===== src/rtl/light_enable_pkg.sv =====
package light_enable_pkg;
  localparam int NUM_CH = 3;
  localparam int SEL_W = 2;

  typedef struct packed {
    logic capture;
    logic wrEn;
    logic [SEL_W-1:0] wrSel;
  } ctrlStrobes_t;
endpackage


===== src/rtl/light_enable_seq.sv =====
module light_enable_seq
  import light_enable_pkg::*;
(
  input  logic clk,
  input  logic rstN,
  input  logic sampleStrobe,
  input  logic cfgWrEn,
  input  logic [SEL_W-1:0] cfgSel,
  output ctrlStrobes_t strobes
);
  logic strobePrev;

  always_ff @(posedge clk) begin
    if (!rstN) strobePrev <= 1'b0;
    else       strobePrev <= sampleStrobe;
  end

  always_comb begin
    strobes.capture = strobePrev & ~sampleStrobe;
    strobes.wrEn    = cfgWrEn && (int'(cfgSel) < NUM_CH);
    strobes.wrSel   = cfgSel;
  end


  capture_pulse_chk: assert property (@(posedge clk) disable iff (!rstN)
    strobes.capture |=> !strobes.capture);
endmodule


===== src/rtl/light_enable_path.sv =====
module light_enable_path
  import light_enable_pkg::*;
#(
  parameter int CODE_W = 3,
  parameter int BUDGET_UNITS = 12
)(
  input  logic clk,
  input  logic rstN,
  input  logic pwrUp,
  input  ctrlStrobes_t strobes,
  input  logic [NUM_CH-1:0] enReq,
  input  logic [CODE_W-1:0] cfgData,
  output logic [NUM_CH-1:0][CODE_W-1:0] levelCode,
  output logic [NUM_CH-1:0] driveGate
);
  localparam int SUM_W = $clog2(NUM_CH * (2 ** CODE_W) + 1);

  logic [NUM_CH-1:0] enSync;
  logic [SUM_W-1:0] totalUnits;
  logic overBudget;

  always_ff @(posedge clk) begin
    if (!rstN)                enSync <= '0;
    else if (strobes.capture) enSync <= enReq;
  end

  for (genvar ch = 0; ch < NUM_CH; ch++) begin : g_level
    always_ff @(posedge clk) begin
      if (!rstN) levelCode[ch] <= '0;
      else if (strobes.wrEn && int'(strobes.wrSel) == ch) levelCode[ch] <= cfgData;
    end


    level_write_chk: assert property (@(posedge clk) disable iff (!rstN)
      (strobes.wrEn && int'(strobes.wrSel) == ch) |=> levelCode[ch] == $past(cfgData));
  end

  always_comb begin
    totalUnits = '0;
    for (int ch = 0; ch < NUM_CH; ch++) begin
      if (enSync[ch]) totalUnits = totalUnits + SUM_W'(levelCode[ch]) + SUM_W'(1);
    end
  end

  assign overBudget = int'(totalUnits) > BUDGET_UNITS;
  assign driveGate  = (pwrUp && !overBudget) ? enSync : '0;


  capture_chk: assert property (@(posedge clk) disable iff (!rstN)
    strobes.capture |=> enSync == $past(enReq));

  hold_chk: assert property (@(posedge clk) disable iff (!rstN)
    !strobes.capture |=> $stable(enSync));

  gate_subset_chk: assert property (@(posedge clk) disable iff (!rstN)
    (driveGate & ~enSync) == '0);

  power_off_chk: assert property (@(posedge clk) disable iff (!rstN)
    !pwrUp |-> driveGate == '0);

  single_drive_chk: assert property (@(posedge clk) disable iff (!rstN)
    (pwrUp && $countones(enSync) == 1) |-> driveGate == enSync);
endmodule


===== src/rtl/light_enable_ctrl.sv =====
module light_enable_ctrl
  import light_enable_pkg::*;
#(
  parameter int CODE_W = 3,
  parameter int BUDGET_UNITS = 12
)(
  input  logic clk,
  input  logic rstN,
  input  logic pwrUp,
  input  logic sampleStrobe,
  input  logic [2:0] enReq,
  input  logic cfgWrEn,
  input  logic [1:0] cfgSel,
  input  logic [CODE_W-1:0] cfgData,
  output logic [CODE_W-1:0] levelRed,
  output logic [CODE_W-1:0] levelGreen,
  output logic [CODE_W-1:0] levelBlue,
  output logic [2:0] driveGate
);
  ctrlStrobes_t strobes;
  logic [NUM_CH-1:0][CODE_W-1:0] levelCode;

  light_enable_seq u_seq (
    .clk(clk), .rstN(rstN), .sampleStrobe(sampleStrobe),
    .cfgWrEn(cfgWrEn), .cfgSel(cfgSel), .strobes(strobes)
  );

  light_enable_path #(.CODE_W(CODE_W), .BUDGET_UNITS(BUDGET_UNITS)) u_path (
    .clk(clk), .rstN(rstN), .pwrUp(pwrUp), .strobes(strobes),
    .enReq(enReq), .cfgData(cfgData), .levelCode(levelCode), .driveGate(driveGate)
  );

  assign levelRed   = levelCode[0];
  assign levelGreen = levelCode[1];
  assign levelBlue  = levelCode[2];
endmodule


===== config.mk =====
export PLATFORM = sky130hd
export DESIGN_NAME = light_enable_ctrl
export DESIGN_NICKNAME = d
export VERILOG_FILES = /design/src/rtl/light_enable_pkg.sv /design/src/rtl/light_enable_seq.sv /design/src/rtl/light_enable_path.sv /design/src/rtl/light_enable_ctrl.sv
export SDC_FILE = /design/constraint.sdc
export NUM_CORES = 1
export LEC_CHECK = 0
export ABC_AREA = 1
export BUFFER_PORTS_ARGS = -buffer_cell sky130_fd_sc_hd__buf_2
export CAP_MARGIN = 0
export CORE_AREA = 4 4 57 59
export CTS_BUF_LIST = sky130_fd_sc_hd__clkbuf_8
export CTS_CLUSTER_DIAMETER = 100
export DETAILED_ROUTE_END_ITERATION = 8
export DIE_AREA = 0 0 61 63
export GPL_TIMING_DRIVEN = 0
export RECOVER_POWER = 100
export SKIP_CTS_REPAIR_TIMING = 1
export SYNTH_ARGS = -nofsm -noshare
export SYNTH_HDL_FRONTEND = slang
export SYNTH_HIERARCHICAL = 1
export SYNTH_SLANG_ARGS = --single-unit

===== constraint.sdc =====
create_clock -name clk -period 3.7 [get_ports clk]
set_clock_uncertainty 0.2 [all_clocks]
set_input_delay 0.37 -clock clk [delete_from_list [all_inputs] [get_ports clk]]
set_output_delay 0.37 -clock clk [all_outputs]
set_load 0.005 [all_outputs]

# == Word level (Yosys, flattened, before mapping) ==
# Index checks and enable logic that the tools add are counted.
# op_classes
addsub,5
order_cmp,2
eq_ne,2
mux,4
bitwise,2
reduce_logical,7
# ops
cell,n
5-bit two-way mux,3
"5-bit by 1-bit adder with 5-bit output, second input constant",2
5-bit by 3-bit adder with 5-bit output,2
"5-bit by 4-bit greater-than comparator with 1-bit output, second input constant",1
1-bit logical AND,5
"3-bit by 1-bit adder with 4-bit output, second input constant",1
"2-bit equality test, second input constant",2
3-bit two-way mux,1
2-bit zero test,1
"2-bit < comparator, second input constant",1
1-bit bitwise AND,1
1-bit zero test,1
1-bit NOT,1
# totals
register_bits,13
elab_cells,27

# == Depth between registers and ports, before layout ==
# Gate-level depths: netlist of the first run.
# logic_depth
word_depth,12
ltp_mapped,18
mapped_depth_nobuf,18

# == Cells and area by module ==
# Netlist of the first run, hierarchy kept.
# by_module_without_submodules
mod,n_inst,cells_each,area_per_inst_um2,seq_area_each_um2
light_enable_path,1,126,845.8,240.2
light_enable_seq,1,9,62.6,20.0

# == Worst setup path after synthesis of the first run ==
# No wires, ideal clock.
# synth_timing
path_kind,flip-flop to output port
start,register u_path/levelCode[0] (netlist name)
end,output port driveGate[0]
arrival_time_ns,2.388
path_slack_ns,0.742
path_stages_with_launch,11
n_path_buf,0
cell_sequence,dfxtp_1 -> ha_1 -> nand2_1 -> fa_1 -> o21ai_0 -> fa_1 -> o21ai_0 -> o21ai_0 -> nand4_1 -> nand2_2 -> nor2_1
# synth_via
elab_chain_cells,12
# synth_rtl
item,line,source
start: declaration,light_enable_path.sv:13,"output logic [NUM_CH-1:0][CODE_W-1:0] levelCode,"
3-bit by 1-bit adder with 4-bit output (*),light_enable_path.sv:41,if (enSync[ch]) totalUnits = totalUnits + SUM_W'(levelCode[ch]) + SUM_W'(1);
5-bit two-way mux (*),light_enable_path.sv:41,
5-bit by 3-bit adder with 5-bit output,light_enable_path.sv:41,
5-bit by 1-bit adder with 5-bit output,light_enable_path.sv:41,
5-bit two-way mux (*),light_enable_path.sv:41,
5-bit by 3-bit adder with 5-bit output,light_enable_path.sv:41,
5-bit by 1-bit adder with 5-bit output,light_enable_path.sv:41,
5-bit two-way mux (*),light_enable_path.sv:41,
5-bit by 4-bit greater-than comparator with 1-bit output (*),light_enable_path.sv:45,assign overBudget = int'(totalUnits) > BUDGET_UNITS;
1-bit zero test (*),light_enable_path.sv:46,assign driveGate = (pwrUp && !overBudget) ? enSync : '0;
1-bit logical AND (*),light_enable_path.sv:46,
3-bit two-way mux (*),light_enable_path.sv:46,
end: declaration,light_enable_ctrl.sv:18,output logic [2:0] driveGate
# Every way passes the cells marked *; elsewhere a longest branch is shown, timed or not.

# == Worst setup path after layout of the first run ==
# layout_timing
start,register u_path/levelCode[1] (netlist name)
end,output port driveGate[2]
# The elaborated chain is that of the path after synthesis.

==> results.py, run 1 <==
metrics = {
    "placed_design": {
        "gp_congestion": 0.7341,
        "post-place-ws_ns": 0.4074,
        "hpwlAfterDp_um": 1795,
        "port_buffers": 24,
    },
    "floorplanning": {
        "initial_utilization_pct": 33.52,
        "pin_count": 25,
        "chipWidth_um": 61,
        "core_area_mm2": 0.002710,
        "die_h_um": 63,
        "row_count": 19,
        "die-area_mm2": 0.003843,
    },
    "sta": {
        "slew_headroom_pct": 78.83,
        "rsz0062_at_grt": "no",
        "hold_violations": 0,
        "setup_viol": 0,
        "setup_tns_ns": 0,
        "max_clock_freq_mhz": 288.8,
        "drv_slew": 0,
        "worstMarginPinSlew_ns": 0.3155,
        "post-route-period-util_pct": 93.59,
        "min_period_ns": 3.463,
        "layout_setup_ws_ns": 0.2372,
    },
    "final_layout": {
        "antennaDiodeCount": 0,
        "final_layout_size_suffix_gt1_share_pct": 18.40,
        "fill_cells": 309,
        "mostFrequentLayoutCells": "inv_1 (25), nand2_1 (20), a21oi_1 (16), buf_2 (15), o21ai_0 (14)",
        "syn2layout_area_growth_pct": 20.80,
        "final_common_cell": "inv_1",
        "fin_nets": 185,
    },
    "outcome": {
        "outcome": "complete, no violations",
    },
    "clock_tree": {
        "cts_root_buffer": "clkbuf_8",
        "numCtsBuffers": 3,
        "clockBufferDepth": 2,
        "clk_pin_slew_worst_paths_ns": 0.05,
        "clk_latency_ns": 0.24,
        "cts.sinks": 13,
        "cts_tree": "built",
        "cts-htree-levels": 1,
    },
    "grt": {
        "grt_pass1_wl_um": 3422,
        "grt_usage_pct": 11.39,
        "grt_pass1_vias": 848,
        "grt_max_degree": 11,
        "grt_overflow": 0,
        "antenna_found_initial": 0,
    },
    "synth": {
        "ys_seq_area_share_pct": 28.65,
        "avgSynthCellArea_um2": 6.729,
        "syn_nets": 156,
        "synth_area_um2": 908.4,
        "netlist_instances": 135,
        "ys.warnings.count": 6,
        "synth_cell_types": 21,
        "synth-seq-cells": 13,
    },
    "setup_path": {
        "worstSetupStartpointType": "flip-flop",
        "worstPathArrival_ns": 2.89,
        "cp_max_fo": 4,
        "crit_required_ns": 3.13,
        "worstSetupPathType": "flip-flop to primary output",
        "end_kind": "primary output",
    },
    "drt": {
        "wl_per_cell_um": 10.76,
        "dr.pass1.iters": 4,
        "drt-initial-drc-count": 13,
        "via_per_inst": 4.799,
        "wl_um": 2088,
        "vias": 931,
        "detail-route-antenna-nets": 0,
        "remaining_drc_errors": 0,
    },
    "pwr": {
        "vdd_drop_max_v": 0.0001639,
        "p_leak_nw": 0.5305,
        "power_density_mw_per_mm2": 299.1,
    },
    "worst_hold_path": {
        "hp-class": "input pin to flip-flop",
    },
    "run": {
        "drv_cap": 0,
    },
}
## Yosys cell counts
cell type | count | share of area, %
a21oi_1 | 15 | 8.3
a21oi_2 | 1 | 0.96
a31oi_1 | 1 | 0.69
buf_4 | 2 | 1.7
clkbuf_1 | 1 | 0.41
dfxtp_1 | 13 | 29
fa_1 | 2 | 4.4
ha_1 | 6 | 8.3
inv_1 | 24 | 9.9
inv_2 | 1 | 0.41
nand2_1 | 20 | 8.3
nand2_2 | 6 | 4.1
nand3_1 | 5 | 2.8
nand3_2 | 1 | 1.1
nand3b_1 | 2 | 1.7
nand4_1 | 2 | 1.4
nor2_1 | 13 | 5.4
nor2_2 | 2 | 1.4
nor3_1 | 2 | 1.1
o21ai_0 | 15 | 8.3
xnor2_1 | 1 | 0.96
## path summary, 6_finish.rpt
kind	endpoint	start	depth (start not counted)	slack, ns
worst max register to register	u_path/enSync[0]$_SDFFE_PN0P_	u_seq/strobePrev$_SDFF_PN0_	5	2.68
worst max-delay path	driveGate[2]	u_path/levelCode[1]$_SDFFE_PN0P_	14	0.24
worst min-delay path	u_seq/strobePrev$_SDFF_PN0_	sampleStrobe	3	0.13
worst min register to register	u_path/levelCode[6]$_SDFFE_PN0P_	u_path/levelCode[6]$_SDFFE_PN0P_	2	0.29
## metal layers
layer	vias to the layer above	global-route usage (%)	wire length, µm
met5	-	0	0
met1	419	15.09	988
met3	4	0.8264	100
met2	20	18.45	969
li1	488	-	-
met4	0	4.878	29
## cell type report
class	instances	area, µm²	area share [%]
timing repair buffer	24	108.9	9.920
sequential	13	260.3	23.72
buffer	3	18.77	1.710
tap	31	38.79	3.535
inverter	25	93.84	8.552
multi-input combinational	94	531.8	48.46
clock buffer	3	41.29	3.763
clock inverter	1	3.754	0.3421
## report_power, final
group / leakage [nW] / internal [W] / switching (W) / total [W]
registers: 0.106 / 0.000147 / 0.00000619 / 0.000153
logic: 0.397 / 0.0000231 / 0.0000327 / 0.0000558
clock network: 0.0269 / 0.0000730 / 0.0000461 / 0.000119
## flip-flops by register name (all words and copies together), names as in the netlist
| signal | flops |
|---|---|
| u_path/levelCode | 9 |
| u_path/enSync | 3 |
| u_seq/strobePrev | 1 |
## critical path, stage by stage (launching register included)
cell and delay, ns:
dfxtp_1 0.34, ha_1 0.28, nand2_1 0.08, fa_1 0.43, nand3b_1 0.19, nand3_1 0.12
nand2_1 0.06, ha_1 0.33, a21oi_1 0.16, a21oi_1 0.09, nand3b_1 0.16, nand4_1 0.11
nand2_2 0.08, nor2_1 0.11, clkbuf_1 0.12
## through the flow
stage | instances | hold slack (ns) | area (µm²) | total power (W) | utilization (%)
2_1_floorplan | 135 | 0.2635 | 908.4 | 0.0001905 | -
3_3_place_gp | 190 | 0.2769 | 1067 | 0.0002116 | 39.38
3_5_place_dp | 190 | 0.2842 | 1067 | 0.0002135 | 39.38
4_1_cts | 194 | 0.1245 | 1112 | 0.0003346 | 41.04
5_1_grt | 194 | 0.1449 | 1097 | 0.0003489 | 40.49
6_report | 194 | 0.1298 | 1097 | 0.0003282 | 40.49
## logic make-up after synthesis
logic type               share of synthesized area (%)
AO/OA/AOI/OAI                                    18.18
XOR/XNOR                                        0.9644
buffers and inverters                            12.40
flip-flops                                       28.65
AND/OR/NAND/NOR                                  27.13
adder cells (fa/ha/maj)                          12.67
(Power assumes the default switching activity.)
==> run 2, diff against run 1 <==
Settings changed: PLACE_DENSITY set to 0.65.
==> run 2 against run 1 <==
Effect of this change:
- hold slack improved by 0.0073 ns
- cell count did not move
- critical path depth is 3 higher
- design area grew 1.8%
- total power up 1.5%
- sequential power about the same
- flip-flop and latch count unchanged
==> results.py, run 2 (synthesis results as in run 1) <==
metrics = {
    "grt": {
        "met3_usage_pct": 1.240,
        "top_usage_layer": "met2",
        "use_met1_pct": 14.93,
        "antenna_found_initial": 0,
        "grt_pass1_wl_um": 3519,
        "grt_usage_pct": 11.75,
        "grt_max_degree": 11,
        "met2_usage_pct": 19.92,
        "grt_overflow": 0,
        "grt_pass1_vias": 835,
    },
    "sta": {
        "slew_headroom_pct": 78.41,
        "min_period_ns": 3.448,
        "drv_slew": 0,
        "max_clock_freq_mhz": 290.0,
        "setup_viol": 0,
        "setup_tns_ns": 0,
        "worstMarginPinSlew_ns": 0.3214,
        "whs_ns": 0.1371,
        "post-route-period-util_pct": 93.19,
        "rsz0062_at_grt": "no",
        "hold_violations": 0,
        "layout_setup_ws_ns": 0.2519,
    },
    "drt": {
        "drt-initial-drc-count": 17,
        "vias": 932,
        "remaining_drc_errors": 0,
        "via_per_inst": 4.804,
        "wl_per_cell_um": 11.28,
        "wl_um": 2189,
        "detail-route-antenna-nets": 0,
        "dr.pass1.iters": 4,
    },
    "worst_hold_path": {
        "hp-class": "input pin to flip-flop",
    },
    "placed_design": {
        "gp_congestion": 0.7928,
        "port_buffers": 24,
        "hpwlAfterDp_um": 1839,
        "post-place-ws_ns": 0.3683,
        "place_inst": 190,
    },
    "setup_path": {
        "cp_cell_sequence": "inv_1, nand2_1, ha_1, fa_1, nand3b_1, nand3_1, nand2_1, ha_4, nand2_1, a21oi_1, nand2_2, nand2_1, nand2_1, nor2_2, nand2_2, nor2_1, buf_2",
        "worstSetupStartpointType": "flip-flop",
        "cp_max_fo": 4,
        "crit_top_cell": "nand2_1",
        "cp_slowest_stage_delay_ns": 0.41,
        "worstSetupPathType": "flip-flop to primary output",
        "worstPathArrival_ns": 2.88,
        "crit_required_ns": 3.13,
        "end_kind": "primary output",
        "cpMaxStageDelayCell": "fa_1",
    },
    "final_layout": {
        "syn2layout_area_growth_pct": 23.00,
        "fill_cells": 303,
        "final_layout_size_suffix_gt1_share_pct": 22.70,
        "regMostFlops": "u_path/levelCode",
        "mostFrequentLayoutCells": "inv_1 (25), buf_2 (20), nand2_1 (20), a21oi_1 (16), o21ai_0 (14)",
        "largest_register_ffs": 9,
        "antennaDiodeCount": 0,
        "top_regs": "u_path/levelCode (9), u_path/enSync (3), u_seq/strobePrev (1)",
        "fin_nets": 185,
        "final_common_cell": "inv_1",
        "final_cell_count_no_fill": 194,
    },
    "clock_tree": {
        "numCtsBuffers": 3,
        "clk_pin_slew_worst_paths_ns": 0.05,
        "cts_tree": "built",
        "clockBufferDepth": 2,
        "clk_latency_ns": 0.24,
        "cts_root_buffer": "clkbuf_8",
        "cts.sinks": 13,
        "cts-htree-levels": 1,
    },
    "floorplanning": {
        "chipWidth_um": 61,
        "die_h_um": 63,
        "core_area_mm2": 0.002710,
        "pin_count": 25,
        "die-area_mm2": 0.003843,
        "row_count": 19,
        "initial_utilization_pct": 33.52,
    },
    "pwr": {
        "p_leak_nw": 0.5478,
        "vdd_drop_max_v": 0.0001767,
        "finalPower_w": 0.0003333,
        "power_density_mw_per_mm2": 298.3,
    },
    "outcome": {
        "outcome": "complete, no violations",
    },
    "run": {
        "drv_cap": 0,
    },
}
==> run 2: changes by cell type in the layout (fill, tap and decap cells not counted), sizes merged <==
| cell | change |
|---|---|
| buf | +6 |
| clkbuf | -6 |
==> run 2: worst paths after layout <==
path                                     from                          endpoint  slack [ns]  depth (start not counted)
min reg2reg  u_path/levelCode[6]$_SDFFE_PN0P_  u_path/levelCode[6]$_SDFFE_PN0P_        0.28                          2
max reg2reg       u_seq/strobePrev$_SDFF_PN0_     u_path/enSync[1]$_SDFFE_PN0P_        2.66                          5
min                              sampleStrobe       u_seq/strobePrev$_SDFF_PN0_        0.14                          3
max          u_path/levelCode[0]$_SDFFE_PN0P_                      driveGate[1]        0.25                         17
==> run 2: layout make-up <==
class                   count  area [µm²]  area share [%]
flip-flops and latches     13       261.5           23.40
repair buffers             24       115.1           10.30
clock inverters             1       3.754          0.3359
clock buffers               3       41.29           3.695
multi-input cells          94       544.3           48.71
inverters                  25       93.84           8.399
well taps                  31       38.79           3.471
plain buffers               3       18.77           1.680
==> run 2: stage by stage <==
| step | instance area [µm²] | utilization (%) |
|---|---|---|
| after detailed placement | 1067 | 39.38 |
| final | 1117 | 41.23 |
| after floorplan | 908.4 | - |
| after global placement | 1067 | 39.38 |
| after CTS | 1112 | 41.04 |
| after global routing | 1117 | 41.23 |
==> run 2: where the power goes <==
| group | internal [W] | switching, W | total, W |
|---|---|---|---|
| logic | 0.0000244 | 0.0000333 | 0.0000577 |
| clock network | 0.0000731 | 0.0000487 | 0.000122 |
| registers | 0.000147 | 0.00000642 | 0.000154 |
| total | 0.000245 | 0.0000884 | 0.000333 |
==> run 2: layer usage <==
metal | routed length (µm) | vias to the layer above
met5 | 0 | -
met4 | 26 | 0
met3 | 111 | 4
met2 | 1069 | 23
met1 | 981 | 418
li1 | - | 487
==> run 2: critical path: cells and delay by family, from the launching register on <==
| kind | cells | cell delay, ns |
|---|---|---|
| AO/OA/AOI/OAI | 1 | 0.16 |
| adder cells (fa/ha/maj) | 3 | 0.93 |
| flip-flops | 1 | 0.33 |
| buffers and inverters | 2 | 0.23 |
| AND/OR/NAND/NOR | 11 | 1.00 |
==> run 3, diff against run 2 <==
Settings changed: ABC_AREA 1 to not set, CORE_AREA 4 4 57 59 to 4 4 59 61, DIE_AREA 0 0 61 63 to 0 0 63 65, PLACE_DENSITY 0.65 to 0.64.
==> run 3 against run 2 <==
Effect of this change:
- register-to-register slack got worse by 0.04 ns
- sequential share of layout area down 3.0 points
- fmax is 5.6% lower
- flip-flop and latch count stayed put
- clock power hardly changed
- count of clock-buffer cells in the layout is the same
- design area up 16%
- hold slack better by 0.024 ns
- non-clock buffer count increased by 8
- die area up 6.6%
- critical path depth fell by 3
- critical endpoint is now driveGate[2]
- largest cell class unchanged
- largest power group unchanged
==> results.py, run 3 <==
metrics = {
    "outcome": {
        "outcome": "complete, no violations",
    },
    "drt": {
        "via_per_inst": 5.090,
        "dr.pass1.iters": 4,
        "wl_um": 2279,
        "remaining_drc_errors": 0,
        "detail-route-antenna-nets": 0,
        "vias": 906,
        "wl_per_cell_um": 12.80,
        "drt-initial-drc-count": 13,
    },
    "floorplanning": {
        "die-area_mm2": 0.004095,
        "initial_utilization_pct": 33.03,
        "core_area_mm2": 0.002978,
        "die_h_um": 65,
        "pin_count": 25,
        "row_count": 20,
        "chipWidth_um": 63,
    },
    "sta": {
        "post-route-period-util_pct": 98.71,
        "drv_slew": 0,
        "setup_tns_ns": 0,
        "rsz0062_at_grt": "yes",
        "min_period_ns": 3.652,
        "max_clock_freq_mhz": 273.8,
        "setup_viol": 0,
        "layout_setup_ws_ns": 0.04789,
        "slew_headroom_pct": 62.27,
        "worstMarginPinSlew_ns": 0.5647,
        "hold_violations": 0,
    },
    "final_layout": {
        "final_layout_size_suffix_gt1_share_pct": 32.41,
        "syn2layout_area_growth_pct": 32.06,
        "top_regs": "u_path/levelCode (9), u_path/enSync (3), u_seq/strobePrev (1)",
        "largest_register_ffs": 9,
        "postLayoutCoreUtil_pct": 43.61,
        "mostFrequentLayoutCells": "buf_2 (22), mux2i_1 (13), nor2b_1 (13), inv_1 (11), dfxtp_1 (11)",
        "antennaDiodeCount": 0,
        "final_common_cell": "buf_2",
        "regMostFlops": "u_path/levelCode",
        "fin_nets": 167,
    },
    "synth": {
        "ys_top_cells_by_area": "dfxtp_1 (26%), mux2i_1 (13%), nor2b_1 (8.3%)",
        "synth-seq-cells": 13,
        "yosys.area.top_type": "dfxtp_1",
        "synth_area_um2": 983.4,
        "ys_top_cells_by_count": "dfxtp_1 (13), mux2i_1 (13), nor2b_1 (13)",
        "ys.warnings.count": 6,
        "synth.top_cell.area_share_pct": 26.46,
        "syn_nets": 131,
        "async_reset_ff_share_pct": 0,
        "synth_edf_count": 0,
        "avgSynthCellArea_um2": 8.940,
        "synth-main-ff-cell": "dfxtp_1",
        "ys_seq_area_share_pct": 26.46,
        "synth_cell_types": 36,
        "netlist_instances": 110,
    },
    "clock_tree": {
        "clockBufferDepth": 2,
        "cts_root_buffer": "clkbuf_8",
        "cts.sinks": 13,
        "numCtsBuffers": 3,
        "clk_latency_ns": 0.23,
        "cts_tree": "built",
        "clk_pin_slew_worst_paths_ns": 0.05,
        "cts-htree-levels": 1,
    },
    "setup_path": {
        "cp_max_fo": 5,
        "r2r-start": "u_seq/strobePrev$_SDFF_PN0_",
        "worstSetupStartpointType": "flip-flop",
        "worstSetupPathType": "flip-flop to primary output",
        "r2r-end": "u_path/enSync[0]$_SDFFE_PN0P_",
        "rr_worst_depth": 3,
        "crit_required_ns": 3.13,
        "end_kind": "primary output",
        "r2r_slack_ns": 2.62,
        "worstPathArrival_ns": 3.08,
    },
    "grt": {
        "grt_usage_pct": 11.07,
        "grt_pass1_wl_um": 3684,
        "grt_overflow": 0,
        "grt_pass1_vias": 846,
        "grt_max_degree": 11,
        "antenna_found_initial": 0,
    },
    "worst_hold_path": {
        "hp-class": "input pin to flip-flop",
        "hold_end": "u_seq/strobePrev$_SDFF_PN0_",
        "hold_depth": 2,
        "hp-start": "sampleStrobe",
    },
    "pwr": {
        "p_leak_nw": 0.5861,
        "power_density_mw_per_mm2": 248.1,
        "finalPower_w": 0.0003222,
        "vdd_drop_max_v": 0.0001907,
    },
    "placed_design": {
        "gp_congestion": 0.8061,
        "port_buffers": 24,
        "post-place-ws_ns": 0.09118,
        "hpwlAfterDp_um": 1806,
    },
    "run": {
        "drv_cap": 0,
    },
}
## run 3: critical path: stages (launching register included)
cell	delay, ns
dfxtp_4	0.36
nand2b_4	0.15
ha_4	0.16
fa_2	0.38
xor2_1	0.15
nor2_1	0.13
xnor2_1	0.16
ha_1	0.30
and2_4	0.18
o211ai_1	0.23
o41ai_2	0.11
o2bb2ai_1	0.15
o211ai_1	0.14
nor2_1	0.12
buf_2	0.12
## run 3: cell families after synthesis
logic type,count (synthesis),share of synthesized area (%)
AOI/OAI and AO/OA,19,13.23
xor gates and xnor gates,7,6.234
adders and majority gates,9,12.72
buffers and inverters,14,6.488
DFF,13,26.46
muxes,14,14.38
and+or+nand+nor,34,20.48
## run 3: worst max path at each step
stage	cells past startpoint	startpoint	end	slack, ns
floorplan	13	u_path/levelCode[0]$_SDFFE_PN0P_	driveGate[0]	0.42
global placement	14	u_path/levelCode[0]$_SDFFE_PN0P_	driveGate[0]	0.14
detailed placement	14	u_path/levelCode[0]$_SDFFE_PN0P_	driveGate[0]	0.09
CTS	14	u_path/levelCode[0]$_SDFFE_PN0P_	driveGate[0]	-0.18
global route	14	u_path/levelCode[0]$_SDFFE_PN0P_	driveGate[2]	-0.16
finish	14	u_path/levelCode[0]$_SDFFE_PN0P_	driveGate[2]	0.05
## run 3: report_power, final
part / internal [W] / switching, W / total [W]
Combinational: 0.0000287 / 0.0000234 / 0.0000521
Clock: 0.0000730 / 0.0000477 / 0.000121
Sequential: 0.000144 / 0.00000490 / 0.000149
Total: 0.000246 / 0.0000760 / 0.000322
## run 3: layer usage
| layer | GRT usage (%) | part of all wire [%] |
|---|---|---|
| met1 | 13.49 | 46 |
| met2 | 19.50 | 50 |
| met3 | 2.253 | 3.6 |
| met4 | 3.306 | 0.26 |
| met5 | 0 | 0 |
## run 3: layout make-up
cell class / count / area, µm²
plain buffers: 4 / 30.03
clock buffers: 3 / 41.29
clock inverters: 1 / 3.754
fillers: 290 / 1679
inverters: 10 / 37.54
multi-input cells: 83 / 709.4
flip-flops and latches: 13 / 265.3
well taps: 33 / 41.29
repair buffers: 31 / 170.2
## run 3: per-stage QoR
step,cell area [µm²],hold WS (ns),cells
floorplan,983.4,0.2982,110
CTS,1190,0.1599,171
global placement,1145,0.3336,167
global route,1299,0.1773,178
detailed placement,1145,0.3565,167
finish,1299,0.1616,178
